`src/rtl/mseq_pkg.sv`:
```
// Package: shared control-flow encoding for the program counter sequencer.
// Assumes the decoder drives these codes on flow_op unchanged.
package mseq_pkg;
    typedef enum logic [2:0] {
        FLOW_STEP  = 3'd0,
        FLOW_JREL  = 3'd1,
        FLOW_JFAR  = 3'd2,
        FLOW_CALLR = 3'd3,
        FLOW_CALLF = 3'd4,
        FLOW_RET   = 3'd5,
        FLOW_IRET  = 3'd6,
        FLOW_RSVD  = 3'd7
    } flow_op_e;
endpackage

```
`src/rtl/mseq_target_calc.sv`:
```
// Module: combinational target arithmetic.
// Produces the sequential and relative addresses from the current address.
// Assumes the offset is two's complement and all arithmetic wraps at 2**AW.
module mseq_target_calc #(
    parameter int AW = 10,
    parameter int OW = 5
) (
    input  logic [AW-1:0] cur_addr,
    input  logic [OW-1:0] ofs,
    output logic [AW-1:0] seq_addr,
    output logic [AW-1:0] rel_addr
);
    logic [AW-1:0] ofs_ext;

    // Sign-extend the offset and form both candidate addresses.
    always_comb begin
        ofs_ext  = {{(AW-OW){ofs[OW-1]}}, ofs};
        seq_addr = cur_addr + AW'(1);
        rel_addr = cur_addr + ofs_ext;
    end
endmodule

```
`src/rtl/mseq_jump_regs.sv`:
```
// Module: bank of far-jump address registers with per-register load strobes.
// Assumes loads are independent of the sequencer hold; readers see the
// value held before the current edge.
module mseq_jump_regs #(
    parameter int AW  = 10,
    parameter int NJR = 2,
    localparam int SW = (NJR > 1) ? $clog2(NJR) : 1
) (
    input  logic           clk,
    input  logic           rst_n,
    input  logic [NJR-1:0] ld,
    input  logic [AW-1:0]  ld_val,
    input  logic [SW-1:0]  sel,
    output logic [AW-1:0]  far_addr
);
    logic [AW-1:0] jr_q [NJR];

    for (genvar g = 0; g < NJR; g++) begin : g_jr
        // Hold one far address, replaced when its strobe is high.
        always_ff @(posedge clk) begin
            if (!rst_n)
                jr_q[g] <= '0;
            else if (ld[g])
                jr_q[g] <= ld_val;
        end

        a_r5_jr_load: assert property (@(posedge clk) disable iff (!rst_n)
            ld[g] |=> jr_q[g] == $past(ld_val));
    end

    // Select the register named by the instruction operand.
    always_comb begin
        far_addr = jr_q[0];
        for (int i = 0; i < NJR; i++)
            if (SW'(i) == sel) far_addr = jr_q[i];
    end
endmodule

```
`src/rtl/mseq_irq_ctrl.sv`:
```
// Module: software interrupt entry and exit bookkeeping.
// Accepts a request only when no routine is active, records the address
// that was about to execute, and offers the return target.
// Assumes iret_go is never raised in a cycle where swi_take is high.
module mseq_irq_ctrl #(
    parameter int AW = 10
) (
    input  logic          clk,
    input  logic          rst_n,
    input  logic          swi_req,
    input  logic [AW-1:0] cur_addr,
    input  logic          iret_go,
    input  logic          iret_restart,
    input  logic [AW-1:0] restart_addr,
    output logic          swi_take,
    output logic          active,
    output logic [AW-1:0] iret_addr
);
    logic [AW-1:0] saved_q;

    // A request is taken only outside a running routine.
    assign swi_take = swi_req && !active;

    // Track the in-routine flag and the interrupted address.
    always_ff @(posedge clk) begin
        if (!rst_n) begin
            active  <= 1'b0;
            saved_q <= '0;
        end else if (swi_take) begin
            active  <= 1'b1;
            saved_q <= cur_addr;
        end else if (iret_go) begin
            active  <= 1'b0;
        end
    end

    // Pick resume or restart for the interrupt return.
    assign iret_addr = iret_restart ? restart_addr : saved_q;

    a_r8_entry_sets_flag: assert property (@(posedge clk) disable iff (!rst_n)
        swi_take |=> active && saved_q == $past(cur_addr));
    a_r9_flag_sticky: assert property (@(posedge clk) disable iff (!rst_n)
        active && !iret_go |=> active);
    a_r10_iret_clears: assert property (@(posedge clk) disable iff (!rst_n)
        iret_go |=> !active);
endmodule

```
`src/rtl/mseq_pc_top.sv`:
```
// Module: program counter sequencer top.
// Holds the program counter and the call return register, and picks the
// next address from the decoded request, the branch condition, the far
// registers and the interrupt controller.
// Assumes the decoder presents one request per cycle and keeps it stable
// while hold is high.
module mseq_pc_top #(
    parameter int AW  = 10,
    parameter int OW  = 5,
    parameter int NJR = 2
) (
    input  logic           clk,
    input  logic           rst_n,
    input  logic           hold,
    input  logic [2:0]     flow_op,
    input  logic           cond_ok,
    input  logic [OW-1:0]  rel_ofs,
    input  logic           far_sel,
    input  logic [NJR-1:0] jr_load,
    input  logic [AW-1:0]  jr_value,
    input  logic           swi_req,
    input  logic [AW-1:0]  irq_vector,
    input  logic           iret_restart,
    input  logic [AW-1:0]  restart_addr,
    output logic [AW-1:0]  fetch_addr,
    output logic           irq_active
);
    import mseq_pkg::*;

    logic [AW-1:0] pc_q, pc_d, aux_q, aux_d;
    logic [AW-1:0] seq_addr, rel_addr, far_addr, iret_addr;
    logic          swi_take, iret_go;
    flow_op_e      op;

    assign op = flow_op_e'(flow_op);

    mseq_target_calc #(.AW(AW), .OW(OW)) u_calc (
        .cur_addr (pc_q),
        .ofs      (rel_ofs),
        .seq_addr (seq_addr),
        .rel_addr (rel_addr)
    );

    mseq_jump_regs #(.AW(AW), .NJR(NJR)) u_jr (
        .clk      (clk),
        .rst_n    (rst_n),
        .ld       (jr_load),
        .ld_val   (jr_value),
        .sel      (far_sel),
        .far_addr (far_addr)
    );

    mseq_irq_ctrl #(.AW(AW)) u_irq (
        .clk          (clk),
        .rst_n        (rst_n),
        .swi_req      (swi_req),
        .cur_addr     (pc_q),
        .iret_go      (iret_go),
        .iret_restart (iret_restart),
        .restart_addr (restart_addr),
        .swi_take     (swi_take),
        .active       (irq_active),
        .iret_addr    (iret_addr)
    );

    // Next-address selection: interrupt entry, then hold, then the request.
    always_comb begin
        pc_d    = pc_q;
        aux_d   = aux_q;
        iret_go = 1'b0;
        if (swi_take) begin
            pc_d = irq_vector;
        end else if (!hold) begin
            unique case (op)
                FLOW_JREL:  pc_d = cond_ok ? rel_addr : seq_addr;
                FLOW_JFAR:  pc_d = cond_ok ? far_addr : seq_addr;
                FLOW_CALLR: begin aux_d = pc_q; pc_d = rel_addr; end
                FLOW_CALLF: begin aux_d = pc_q; pc_d = far_addr; end
                FLOW_RET:   pc_d = aux_q + AW'(1);
                FLOW_IRET:  begin iret_go = 1'b1; pc_d = iret_addr; end
                default:    pc_d = seq_addr;
            endcase
        end
    end

    // Program counter and call return register.
    always_ff @(posedge clk) begin
        if (!rst_n) begin
            pc_q  <= '0;
            aux_q <= '0;
        end else begin
            pc_q  <= pc_d;
            aux_q <= aux_d;
        end
    end

    assign fetch_addr = pc_q;

    a_r2_step: assert property (@(posedge clk) disable iff (!rst_n)
        !hold && !swi_take && (flow_op == 3'd0 || flow_op == 3'd7)
        |=> fetch_addr == AW'($past(fetch_addr) + 1'b1));
    a_r11_hold_freeze: assert property (@(posedge clk) disable iff (!rst_n)
        hold && !swi_take |=> $stable(fetch_addr) && $stable(aux_q) && $stable(irq_active));
    a_r8_vector: assert property (@(posedge clk) disable iff (!rst_n)
        swi_take |=> fetch_addr == $past(irq_vector) && $stable(aux_q));
    a_r6_call_save: assert property (@(posedge clk) disable iff (!rst_n)
        !hold && !swi_take && (flow_op == 3'd3 || flow_op == 3'd4)
        |=> aux_q == $past(fetch_addr));
endmodule

```
`config.mk`:
```
export PLATFORM = sky130hd
export DESIGN_NAME = mseq_pc_top
export DESIGN_NICKNAME = d
export VERILOG_FILES = /design/src/rtl/mseq_pkg.sv /design/src/rtl/mseq_target_calc.sv /design/src/rtl/mseq_jump_regs.sv /design/src/rtl/mseq_irq_ctrl.sv /design/src/rtl/mseq_pc_top.sv
export SDC_FILE = /design/constraint.sdc
export NUM_CORES = 1
export LEC_CHECK = 0
export BUFFER_PORTS_ARGS = -buffer_cell sky130_fd_sc_hd__buf_2
export CORE_UTILIZATION = 55
export CTS_BUF_LIST = sky130_fd_sc_hd__clkbuf_8
export DETAILED_ROUTE_END_ITERATION = 10
export GPL_TIMING_DRIVEN = 0
export PLACE_DENSITY_LB_ADDON = 0.2
export REMOVE_ABC_BUFFERS = 1
export SLEW_MARGIN = 20
export SYNTH_ARGS = -nofsm -noshare
export SYNTH_HDL_FRONTEND = slang
export SYNTH_SLANG_ARGS = --single-unit
export TNS_END_PERCENT = 50
```
`constraint.sdc`:
```
create_clock -name clk -period 2.25 [get_ports clk]
set_input_delay 0.45 -clock clk [delete_from_list [all_inputs] [get_ports clk]]
set_output_delay 0.45 -clock clk [all_outputs]
set_load 0.05 [all_outputs]
```
== Word level (Yosys, flattened, before mapping) ==
Memories as Yosys holds them, arrays and structs flattened.
Cells that the tools add are included.
Operators by class
  add/subtract/negate cells: 3
  equal/unequal tests: 7
  mux-type cells: 21
  bitwise operators: 4
  reductions and logical operators: 5
Operator list (number)
  2-to-1 mux 10 bit: 8
  one-hot mux 10 bit (6 select lines): 1
  adder 10 x 1 -> 10 bit, second input constant: 2
  2-to-1 mux 1 bit: 12
  adder 10 bit: 1
  equality test 3 bit, second input constant: 3
  equality test 3 x 2 -> 1 bit, second input constant: 2
  equality test 3 x 1 -> 1 bit, second input constant: 1
  AND reduction 3 bit: 1
  != test 2 x 1 -> 1 bit, second input constant: 1
  NOT 1 bit: 2
  bitwise OR 1 bit: 2
  nonzero test 2 bit: 1
  OR reduction 2 bit: 1
  logical AND 1 bit: 1
  zero test 1 bit: 1
Storage, ports and cells
  bits in registers: 31
  bits in writable memories: 20
  output and inout bits: 11
  word-level logic and storage cells: 45
  memories kept: 1
Memories
  u_jr.jr_q: words 2, width 10, rd ports 2, clocked after memory_dff 0, write ports 2, line mseq_jump_regs.sv:16  | logic [AW-1:0] jr_q [NJR];

== Depth between registers and ports, before layout ==
Gate-level depths: netlist of the first run.
  word-level depth: 6
  gate-level depth with buffers: 9

== By module ==
A second synthesis of the first run with hierarchy kept.
Unflattened totals
  cells, all modules: 430
  area, all modules: 3847.4 um2
Modules (own cells, without submodules)
  mseq_pc_top: instances 1, cells an instance 242, area each 1776.7 um2
  mseq_jump_regs: instances 1, cells an instance 57, area each 917.1 um2
  mseq_target_calc: instances 1, cells an instance 73, area each 589.3 um2
  mseq_irq_ctrl: instances 1, cells an instance 58, area each 564.3 um2

== Least setup slack after synthesis of the first run ==
No wires, ideal clock.
  path kind: register to register
  from: reg pc_q[0] (netlist: fetch_addr[0])
  to: reg pc_q[6] (netlist: fetch_addr[6])
  data arrival time: 2.213 ns
  setup slack: -0.083 ns
  cell stages (with the launch flop): 10
  path through: dfxtp_1 -> ha_1 -> inv_1 -> fa_1 -> nor2b_1 -> o21ai_1 -> a21oi_1 -> o21a_1 -> nor3_1 -> o31a_1
Between the ends
  longest elaborated chain between the ends: 5
  elaborated cells between the ends (all ways): 7
RTL lines
  start: declaration: line mseq_pc_top.sv:30  | logic [AW-1:0] pc_q, pc_d, aux_q, aux_d;
  start signal: assignment: line mseq_pc_top.sv:92  | pc_q <= pc_d;
  adder 10 x 1 -> 10 bit or adder 10 bit (tied branches): line mseq_target_calc.sv:18, mseq_target_calc.sv:19
  2-to-1 mux 10 bit (on tied branches): line mseq_pc_top.sv:76, mseq_pc_top.sv:75
  one-hot mux 10 bit (6 select lines) (*): line mseq_pc_top.sv:74  | unique case (op)
  2-to-1 mux 10 bit (*): line mseq_pc_top.sv:73  | end else if (!hold) begin
  2-to-1 mux 10 bit (*): line mseq_pc_top.sv:71  | if (swi_take) begin
Mark *: on every way between the ends. The rest lies on a longest branch, timed or not. The select of a mux whose other input is x is not followed.
A chain may end at the register's enable or synchronous reset.

== Final worst setup path of the first run ==
  from: reg pc_q[5] (netlist: fetch_addr[5])
  to: reg pc_q[8] (netlist: fetch_addr[8])
The elaborated chain is that of the path after synthesis.

==> results of run 1 <==
-- through the flow --
stage	instances	hold slack (ns)	cell area (um2)	worst slack (ns)	setup TNS [ns]
after global placement	535	0.440	3890	-0.372	-0.765
after floorplan	401	0.432	3510	-0.126	-0.245
final	543	0.350	4020	0.0920	0
after detailed placement	535	0.445	3890	-0.382	-0.856
after CTS	543	0.350	3990	0.0153	0
after global routing	543	0.358	4020	0.00428	0
-- what timing repair did --
| item | 4_1_cts | 5_1_grt |
|---|---|---|
| endpoints found under the hold margin | 0 | 0 |
| gates resized for setup | 4 | 10 |
| endpoints found under the setup margin | 3 | 15 |
-- per-layer routing --
metal  wire length (um)  vias up  track usage (%)
li1                   -     1649                -
met1               4520     1605             39.1
met2               4490      133             44.8
met3                615       24             4.13
met4                260        0             10.2
met5                  0        -                0
-- power by group --
| part | internal, mW | switching (mW) | total [mW] |
|---|---|---|---|
| clock network | 0.230 | 0.355 | 0.585 |
| logic | 0.224 | 0.369 | 0.593 |
| registers | 1.02 | 0.0729 | 1.09 |
-- sequential cells by signal, indices dropped and copies added (netlist names) --
signal,flops
u_irq.active,1
aux_q,10
fetch_addr,10
u_jr.jr_q,20
u_irq.saved_q,10
-- final timing paths --
kind              slack (ns)              from          endpoint
setup / recovery        0.09     fetch_addr[5]     fetch_addr[8]
hold / removal          0.35     irq_vector[0]     fetch_addr[0]
setup reg to reg        0.09     fetch_addr[5]     fetch_addr[8]
hold reg to reg         0.46  u_irq.saved_q[5]  u_irq.saved_q[5]
-- synth_stat cells, types with 3 or more instances --
cell,number,area [um2]
xnor2_1,8,70.1
or3_1,5,31.3
nand2b_1,9,56.3
nand4_1,5,31.3
o21a_1,4,30.0
inv_1,11,41.3
nor3b_1,3,22.5
a21o_1,5,37.5
buf_6,7,78.8
buf_2,7,35.0
xor2_1,10,87.6
nand2_1,49,184
edfxtp_1,20,601
a31oi_1,5,31.3
a211oi_1,4,30.0
o211ai_1,4,30.0
nand3_1,11,55.1
clkbuf_1,9,33.8
o31ai_1,3,22.5
nor2_1,25,93.8
nor2b_1,5,31.3
nor3_1,7,35.0
ha_1,11,138
o21ai_0,17,85.1
dfxtp_1,31,621
o22ai_1,5,31.3
mux2_2,5,56.3
a21oi_1,37,185
and3_1,27,169
nand3b_1,4,30.0
o21ai_1,10,50.1
mux2i_1,22,220
-- area by class of cell --
class | count | area share [%]
timing repair buffer | 57 | 7.10
clock inverter | 3 | 0.654
sequential | 51 | 30.7
inverter | 12 | 1.12
tap | 77 | 2.40
clock buffer | 5 | 1.71
multi-input combinational | 338 | 56.3
-- logic make-up after synthesis --
group	Yosys count
adder cells (fa/ha/maj)	13
flip-flops	51
buffers and inverters	41
AND/OR/NAND/NOR	159
AO/OA/AOI/OAI	120
multiplexers	28
XOR/XNOR	18
-- critical path: stages, from the launching register on --
cell     delay (ns)
dfxtp_2        0.52
ha_1           0.35
and3_1         0.24
a221o_1        0.31
or3_1          0.33
a31oi_1        0.18
o31ai_1        0.09
==> results_dict.tcl, run 1 <==
set metrics [dict create \
    synth_adder_area_share_pct 4.54 \
    muxShareOfSynthArea_pct 7.84 \
    cts_root_buffer "clkbuf_8" \
    hold_path_class "in2reg" \
    ir_worst_vdd_mv 0.324 \
    clkLatencyLatePin_ns 0.32 \
    layout_commonest_cell "buf_2" \
    grt_usage_pct 28.1 \
    vias_per_cell 6.28 \
    wl_per_cell_um 18.2 \
    place_congestion 0.888 \
    r2r_cells 6 \
    overflow 0 \
    cellLeakagePower_nw 1.69 \
    fin_crit_sh_pct 95.9 \
    power_mw 2.27 \
    period_needed_ns 2.16 \
    max_slew.worst_pin.slew_ns 1.02 \
    cts.htree.levels 2 \
    netlist_instances 430 \
    synthDistinctLibCells 73 \
    regArea_um2 1230 \
    cap_violations 0 \
    failed_checks "DRC" \
    worstPathArrival_ns 2.34 \
    setup_viol 0 \
    ys_ff_latch 51 \
    grt_pass1_wl_um 15600 \
    clk_pin_slew_ns 0.11 \
    dieArea_um2 7090 \
    power_density_nw_per_um2 565 \
    routed_wl_um 9890 \
    core_um2 6420 \
    area_growth_pct 8.11 \
    tritoncts "done" \
    io_pins 58 \
    avgSynthCellArea_um2 8.64 \
    drc 6 \
    layout_common_cells "buf_2 (57), nand2_1 (49), a21oi_1 (35)" \
    whs_path_depth 3 \
    multi_input_area_um2 2260 \
    final_max_slew_viol_count 0 \
    ys_seq_area_share_pct 32.9 \
    netlist_area_um2 3720 \
    firstDrtPassIters 9 \
    n_fill_cell 581 \
    status "finished, violations left" \
    dr.first_iter.drc_count 270 \
    numCtsBuffers 5 \
    die_y_um 84.2 \
    cts.path.max_buffers 2 \
    postRouteAntennaNets 0 \
    antennaDiodeCount 0 \
    post-dp-hpwl_um 6940 \
    vias 3411 \
    timing.slew.headroom_pct 32.1 \
    grt_pass1_vias 3058 \
    rows 29 \
    start_kind "register" \
    synth_edf_count 20 \
    clock_sink_count 51 \
    rsz0062_at_grt "false" \
    hold_viol 0 \
    synth_top_flop_cell "dfxtp_1" \
    synth_top_family_by_area "simple AND/OR/NAND/NOR gates" \
    endpoint_kind "register" \
    grt_max_degree 30 \
    start_util_pct 57.9 \
    max_freq_ghz 0.463 \
    antenna_found_initial 0 \
    final_util_pct 62.6 \
    critPathMaxFanout 14 \
    layout.nets 524 \
    async_flop_share_pct 0 \
    synth-xor-area-share_pct 4.24 \
    postCtsSetupBuffers 0 \
    cts-hold-fix-buffers 0 \
    synth_warnings 0 \
    fin_skew_ns 0.00903 \
    drive_gt1_share_pct 20.8 \
    portBuffers 57 \
    synthSimpleGateAreaFrac_pct 22.3 \
    critical_path_required_ns 2.43 \
    synth_compound_area_share_pct 21.4 \
    path_class "reg2reg" \
    die_w_um 84.2 \
]
(Power assumes the default switching activity.)
==> run 2, diff against run 1 <==
--- a/config.mk
+++ b/config.mk
@@ -5,7 +5,7 @@
 export SDC_FILE = /design/constraint.sdc
 export NUM_CORES = 1
 export LEC_CHECK = 0
-export BUFFER_PORTS_ARGS = -buffer_cell sky130_fd_sc_hd__buf_2
+export BUFFER_PORTS_ARGS = -buffer_cell sky130_fd_sc_hd__buf_4
 export CORE_UTILIZATION = 55
 export CTS_BUF_LIST = sky130_fd_sc_hd__clkbuf_8
 export DETAILED_ROUTE_END_ITERATION = 10
==> run 2 against run 1 <==
The flow still finishes with violations (DRC). Global-route usage is 1.2 points higher. Flip-flop and latch count stayed put. Largest cell class unchanged. Critical path depth stayed put. Sequential share of layout area is 1.0 points lower. Register-to-register slack hardly changed. Highest routed layer unchanged. Non-clock buffer count stayed put.
==> results_dict.tcl, run 2 (same netlist as run 1, synthesis figures left out) <==
set metrics [dict create \
    crit_chain "ha_1 -> and3_1 -> a221o_1 -> or3_1 -> a31oi_1 -> o31ai_1" \
    rows 29 \
    grt_max_degree 30 \
    clkLatencyLatePin_ns 0.32 \
    final_max_slew_viol_count 0 \
    vias 3444 \
    grt_usage_pct 29.4 \
    cts.htree.levels 2 \
    die_w_um 84.2 \
    hold_viol 0 \
    antenna_found_initial 0 \
    critical_path_required_ns 2.43 \
    final_util_pct 64.8 \
    setup_viol 0 \
    layout.nets 524 \
    period_needed_ns 2.16 \
    path_class "reg2reg" \
    fin_crit_sh_pct 95.9 \
    cts_root_buffer "clkbuf_8" \
    setup-tns-final_ns 0 \
    start_util_pct 57.9 \
    intPower_mw 1.51 \
    max_slew.worst_pin.slew_ns 1.00 \
    firstDrtPassIters 8 \
    cts-hold-fix-buffers 0 \
    dieArea_um2 7090 \
    ir_worst_vdd_mv 0.349 \
    worstPathArrival_ns 2.34 \
    overflow 0 \
    power_density_nw_per_um2 554 \
    dr.first_iter.drc_count 354 \
    cpMaxStageDelayCell "dfxtp_2" \
    start_kind "register" \
    cap_violations 0 \
    setup_slack_ns 0.0919 \
    cpPeakStageDelay_ns 0.53 \
    dpl_worst_slack_ns -0.422 \
    combPwrFrac_pct 27.3 \
    grt_pass1_vias 3261 \
    die_y_um 84.2 \
    portBuffers 57 \
    power.switching_mw 0.799 \
    numCtsBuffers 5 \
    status "finished, violations left" \
    dp_cells 535 \
    layout_common_cells "buf_4 (57), nand2_1 (49), a21oi_1 (35)" \
    clk_pin_slew_ns 0.11 \
    cts.path.max_buffers 2 \
    largest_register_ffs 20 \
    fin_skew_ns 0.0110 \
    area_growth_pct 12.0 \
    timing.slew.headroom_pct 33.0 \
    layout_commonest_cell "buf_4" \
    seqPwrFrac_pct 47.4 \
    io_pins 58 \
    clockPowerShare_pct 25.3 \
    routed_wl_um 9990 \
    place_congestion 0.959 \
    failed_checks "DRC" \
    antennaDiodeCount 0 \
    vias_per_cell 6.34 \
    p_sw_share_pct 34.6 \
    hold_path_class "in2reg" \
    fin_cells 543 \
    endpoint_kind "register" \
    critPathMaxFanout 14 \
    rsz0062_at_grt "false" \
    grt_pass1_wl_um 16500 \
    post-dp-hpwl_um 7040 \
    postRouteAntennaNets 0 \
    tritoncts "done" \
    drc 6 \
    drive_gt1_share_pct 21.0 \
    clock_sink_count 51 \
    wl_per_cell_um 18.4 \
    largest_register "u_jr.jr_q" \
    max_freq_ghz 0.463 \
    cellLeakagePower_nw 1.73 \
    core_um2 6420 \
]
-- run 2: final timing paths --
check                                       from                to  slack (ns)  cells past startpoint
worst max register to register     fetch_addr[5]     fetch_addr[8]        0.09                      6
worst max-delay path               fetch_addr[5]     fetch_addr[8]        0.09                      6
worst min register to register  u_irq.saved_q[6]  u_irq.saved_q[6]        0.46                      2
worst min-delay path               irq_vector[8]     fetch_addr[8]        0.35                      3
-- run 2: power groups by stage --
| stage | Combinational [mW] | Sequential, mW | Clock (mW) |
|---|---|---|---|
| floorplan | 0.331 | 1.15 | 0 |
| global placement | 0.604 | 1.11 | 0 |
| detailed placement | 0.614 | 1.11 | 0 |
| CTS | 0.618 | 1.09 | 0.584 |
| global route | 0.688 | 1.10 | 0.614 |
| finish | 0.629 | 1.09 | 0.583 |
-- run 2: cell type report --
cell class / instances / area (um2)
Fill cell: 566 / 2260
Multi-Input combinational cell: 338 / 2260
Tap cell: 77 / 96.3
Timing Repair Buffer: 57 / 428
Inverter: 12 / 45.0
Clock inverter: 3 / 27.5
Clock buffer: 5 / 68.8
Sequential cell: 51 / 1240
-- run 2: critical path: cells and delay by family, from the launching register on --
family	cells	cell delay (ns)
AOI/OAI and AO/OA	3	0.59
DFF	1	0.53
adders and majority gates	1	0.35
and+or+nand+nor	2	0.56
-- run 2: metal layers --
metal / GRT usage, % / routed length, um / part of all wire, %
met3: 4.03 / 662 / 6.6
met2: 46.5 / 4560 / 46
met1: 41.3 / 4530 / 45
met5: 0 / 0 / 0
met4: 10.3 / 231 / 2.3
-- run 2: timing repair --
| action | 4_1_cts | 5_1_grt |
|---|---|---|
| setup buffers | 0 | 0 |
| setup endpoints to repair | 3 | 15 |
| hold endpoints to repair | 0 | 0 |
| resized for setup | 5 | 10 |
-- run 2: metrics by stage --
| stage | total power, mW | cell area [um2] | hold WS (ns) |
|---|---|---|---|
| after CTS | 2.29 | 4140 | 0.352 |
| after global routing | 2.40 | 4160 | 0.356 |
| after floorplan | 1.48 | 3510 | 0.432 |
| after detailed placement | 1.72 | 4030 | 0.447 |
| final | 2.31 | 4160 | 0.345 |
| after global placement | 1.71 | 4030 | 0.440 |
==> run 3, diff against run 2 <==
--- a/config.mk
+++ b/config.mk
@@ -9,7 +9,6 @@
 export CORE_UTILIZATION = 55
 export CTS_BUF_LIST = sky130_fd_sc_hd__clkbuf_8
 export DETAILED_ROUTE_END_ITERATION = 10
-export GPL_TIMING_DRIVEN = 0
 export PLACE_DENSITY_LB_ADDON = 0.2
 export REMOVE_ABC_BUFFERS = 1
 export SLEW_MARGIN = 20
==> constraint.sdc (replaced) <==
create_clock -name clk -period 2.1 [get_ports clk]
set_input_delay 0.42 -clock clk [delete_from_list [all_inputs] [get_ports clk]]
set_output_delay 0.42 -clock clk [all_outputs]
set_load 0.05 [all_outputs]
==> run 3 against run 2 <==
Fmax up 9.3%. Sequential share of layout area decreased by 1.9 points. First-iteration DRC count down 13%. Count of clock-buffer cells in the layout did not move. Utilization is 3.6 points higher. Sequential power increased by 4%. Cell area grew 5.6%. Largest cell class unchanged. Hold slack got worse by 0.0048 ns. Critical path type unchanged. Worst setup slack better by 0.033 ns. The run still ends with DRC left. Global-route usage increased by 2.7 points.
==> results_dict.tcl, run 3 (same netlist as run 1, synthesis figures left out) <==
set metrics [dict create \
    power_mw 2.74 \
    path_class "reg2reg" \
    post-dp-hpwl_um 8020 \
    cts.path.max_buffers 2 \
    status "finished, violations left" \
    critical_path_required_ns 2.30 \
    multi_input_area_um2 2250 \
    layout.nets 553 \
    period_needed_ns 1.98 \
    postRouteAntennaNets 0 \
    cap_violations 0 \
    overflow 0 \
    timing.critical_path.buf_inv 0 \
    cts-hold-fix-buffers 0 \
    wl_per_cell_um 19.1 \
    largest_register "u_jr.jr_q" \
    place_congestion 0.937 \
    drive_gt1_share_pct 24.0 \
    regArea_um2 1220 \
    clkLatencyLatePin_ns 0.31 \
    fin_skew_ns 0.00800 \
    die_y_um 84.2 \
    failed_checks "DRC" \
    cts.htree.levels 2 \
    grt_max_degree 29 \
    dieArea_um2 7090 \
    setup_viol 0 \
    design_area_um2 4400 \
    start_kind "register" \
    cpPeakStageDelay_ns 0.45 \
    final_util_pct 68.5 \
    cpMaxStageDelayCell "dfxtp_1" \
    drc 6 \
    grt_usage_pct 32.0 \
    fin_cells 572 \
    firstDrtPassIters 8 \
    ir_worst_vdd_mv 0.457 \
    cts_root_buffer "clkbuf_8" \
    path_delay_family "compound AO/OA/AOI/OAI gates" \
    n_fill_cell 557 \
    power_density_nw_per_um2 623 \
    hold_path_class "in2reg" \
    cellLeakagePower_nw 1.89 \
    core_um2 6420 \
    vias 3589 \
    dp_cells 564 \
    max_slew.worst_pin.slew_ns 0.548 \
    layout_common_cells "buf_4 (86), nand2_1 (49), a21oi_1 (36)" \
    dr.first_iter.drc_count 309 \
    portBuffers 57 \
    area_growth_pct 18.3 \
    numCtsBuffers 5 \
    placed_cell_area_um2 4250 \
    layout_commonest_cell "buf_4" \
    hold_viol 0 \
    antenna_found_initial 0 \
    postCtsSetupBuffers 0 \
    final_max_slew_viol_count 0 \
    routed_wl_um 10900 \
    largest_register_ffs 20 \
    antennaDiodeCount 0 \
    crit_chain "ha_1 -> nor2b_1 -> o21ai_1 -> a21oi_1 -> or3_1 -> a31oi_1 -> o31ai_1" \
    grt_pass1_vias 3464 \
    rows 29 \
    clk_pin_slew_ns 0.10 \
    tritoncts "done" \
    endpoint_kind "register" \
    worstPathArrival_ns 2.18 \
    max_freq_ghz 0.506 \
    clock_sink_count 51 \
    grt_pass1_wl_um 17500 \
    fin_crit_sh_pct 94.1 \
    critPathMaxFanout 5 \
    io_pins 58 \
    vias_per_cell 6.27 \
    die_w_um 84.2 \
    start_util_pct 57.9 \
    timing.slew.headroom_pct 63.5 \
]
[run 3: cell types whose count changed in the layout (fill, tap and decap cells not counted), sizes merged]
cell and change:
buf +29, inv -1, bufinv +2, clkinv -1
[run 3: cell type report]
cell class / instances / share of cell area, %
Multi-Input combinational cell: 338 / 51.2
Timing Repair Buffer: 86 / 14.7
Clock buffer: 5 / 1.56
Inverter: 12 / 1.02
Clock inverter: 3 / 1.54
Sequential cell: 51 / 27.8
Tap cell: 77 / 2.19
[run 3: power breakdown]
group / leakage (nW) / internal, mW / switching [mW] / total (mW)
clock: 0.0644 / 0.475 / 0.344 / 0.819
combinational: 1.35 / 0.331 / 0.465 / 0.796
sequential: 0.468 / 1.09 / 0.0348 / 1.13
total: 1.89 / 1.90 / 0.843 / 2.74
[run 3: path summary, 6_finish.rpt]
check	slack [ns]	start	depth (start not counted)	to
hold reg to reg	0.46	u_irq.saved_q[5]	2	u_irq.saved_q[5]
hold / removal	0.34	irq_vector[8]	3	fetch_addr[8]
setup / recovery	0.12	fetch_addr[2]	7	fetch_addr[8]
setup reg to reg	0.12	fetch_addr[2]	7	fetch_addr[8]
[run 3: what timing repair did]
action,in CTS,in global routing
endpoints found under the hold margin,0,0
endpoints found under the setup margin,0,3
resized for setup,0,4
[run 3: tightest hold or removal path: cells and delay by family]
family                 cells  cell delay (ns)
buffers and inverters      1             0.08
AND/OR/NAND/NOR            1             0.06
AO/OA/AOI/OAI              1             0.06
[run 3: metrics by stage]
| stage | hold WS (ns) | TNS, ns | worst slack, ns |
|---|---|---|---|
| 2_1_floorplan | 0.432 | -1.01 | -0.276 |
| 3_3_place_gp | 0.442 | -0.0226 | -0.0226 |
| 3_5_place_dp | 0.446 | -0.0885 | -0.0523 |
| 4_1_cts | 0.339 | 0 | 0.0967 |
| 5_1_grt | 0.352 | -0.0280 | -0.0280 |
| 6_report | 0.341 | 0 | 0.125 |
[run 3: per-layer routing]
metal | GRT usage, % | wire [um] | vias up
li1 | - | - | 1703
met1 | 41.7 | 4460 | 1649
met2 | 52.3 | 5090 | 202
met3 | 5.31 | 974 | 35
met4 | 14.9 | 421 | 0
met5 | 0 | 0 | -
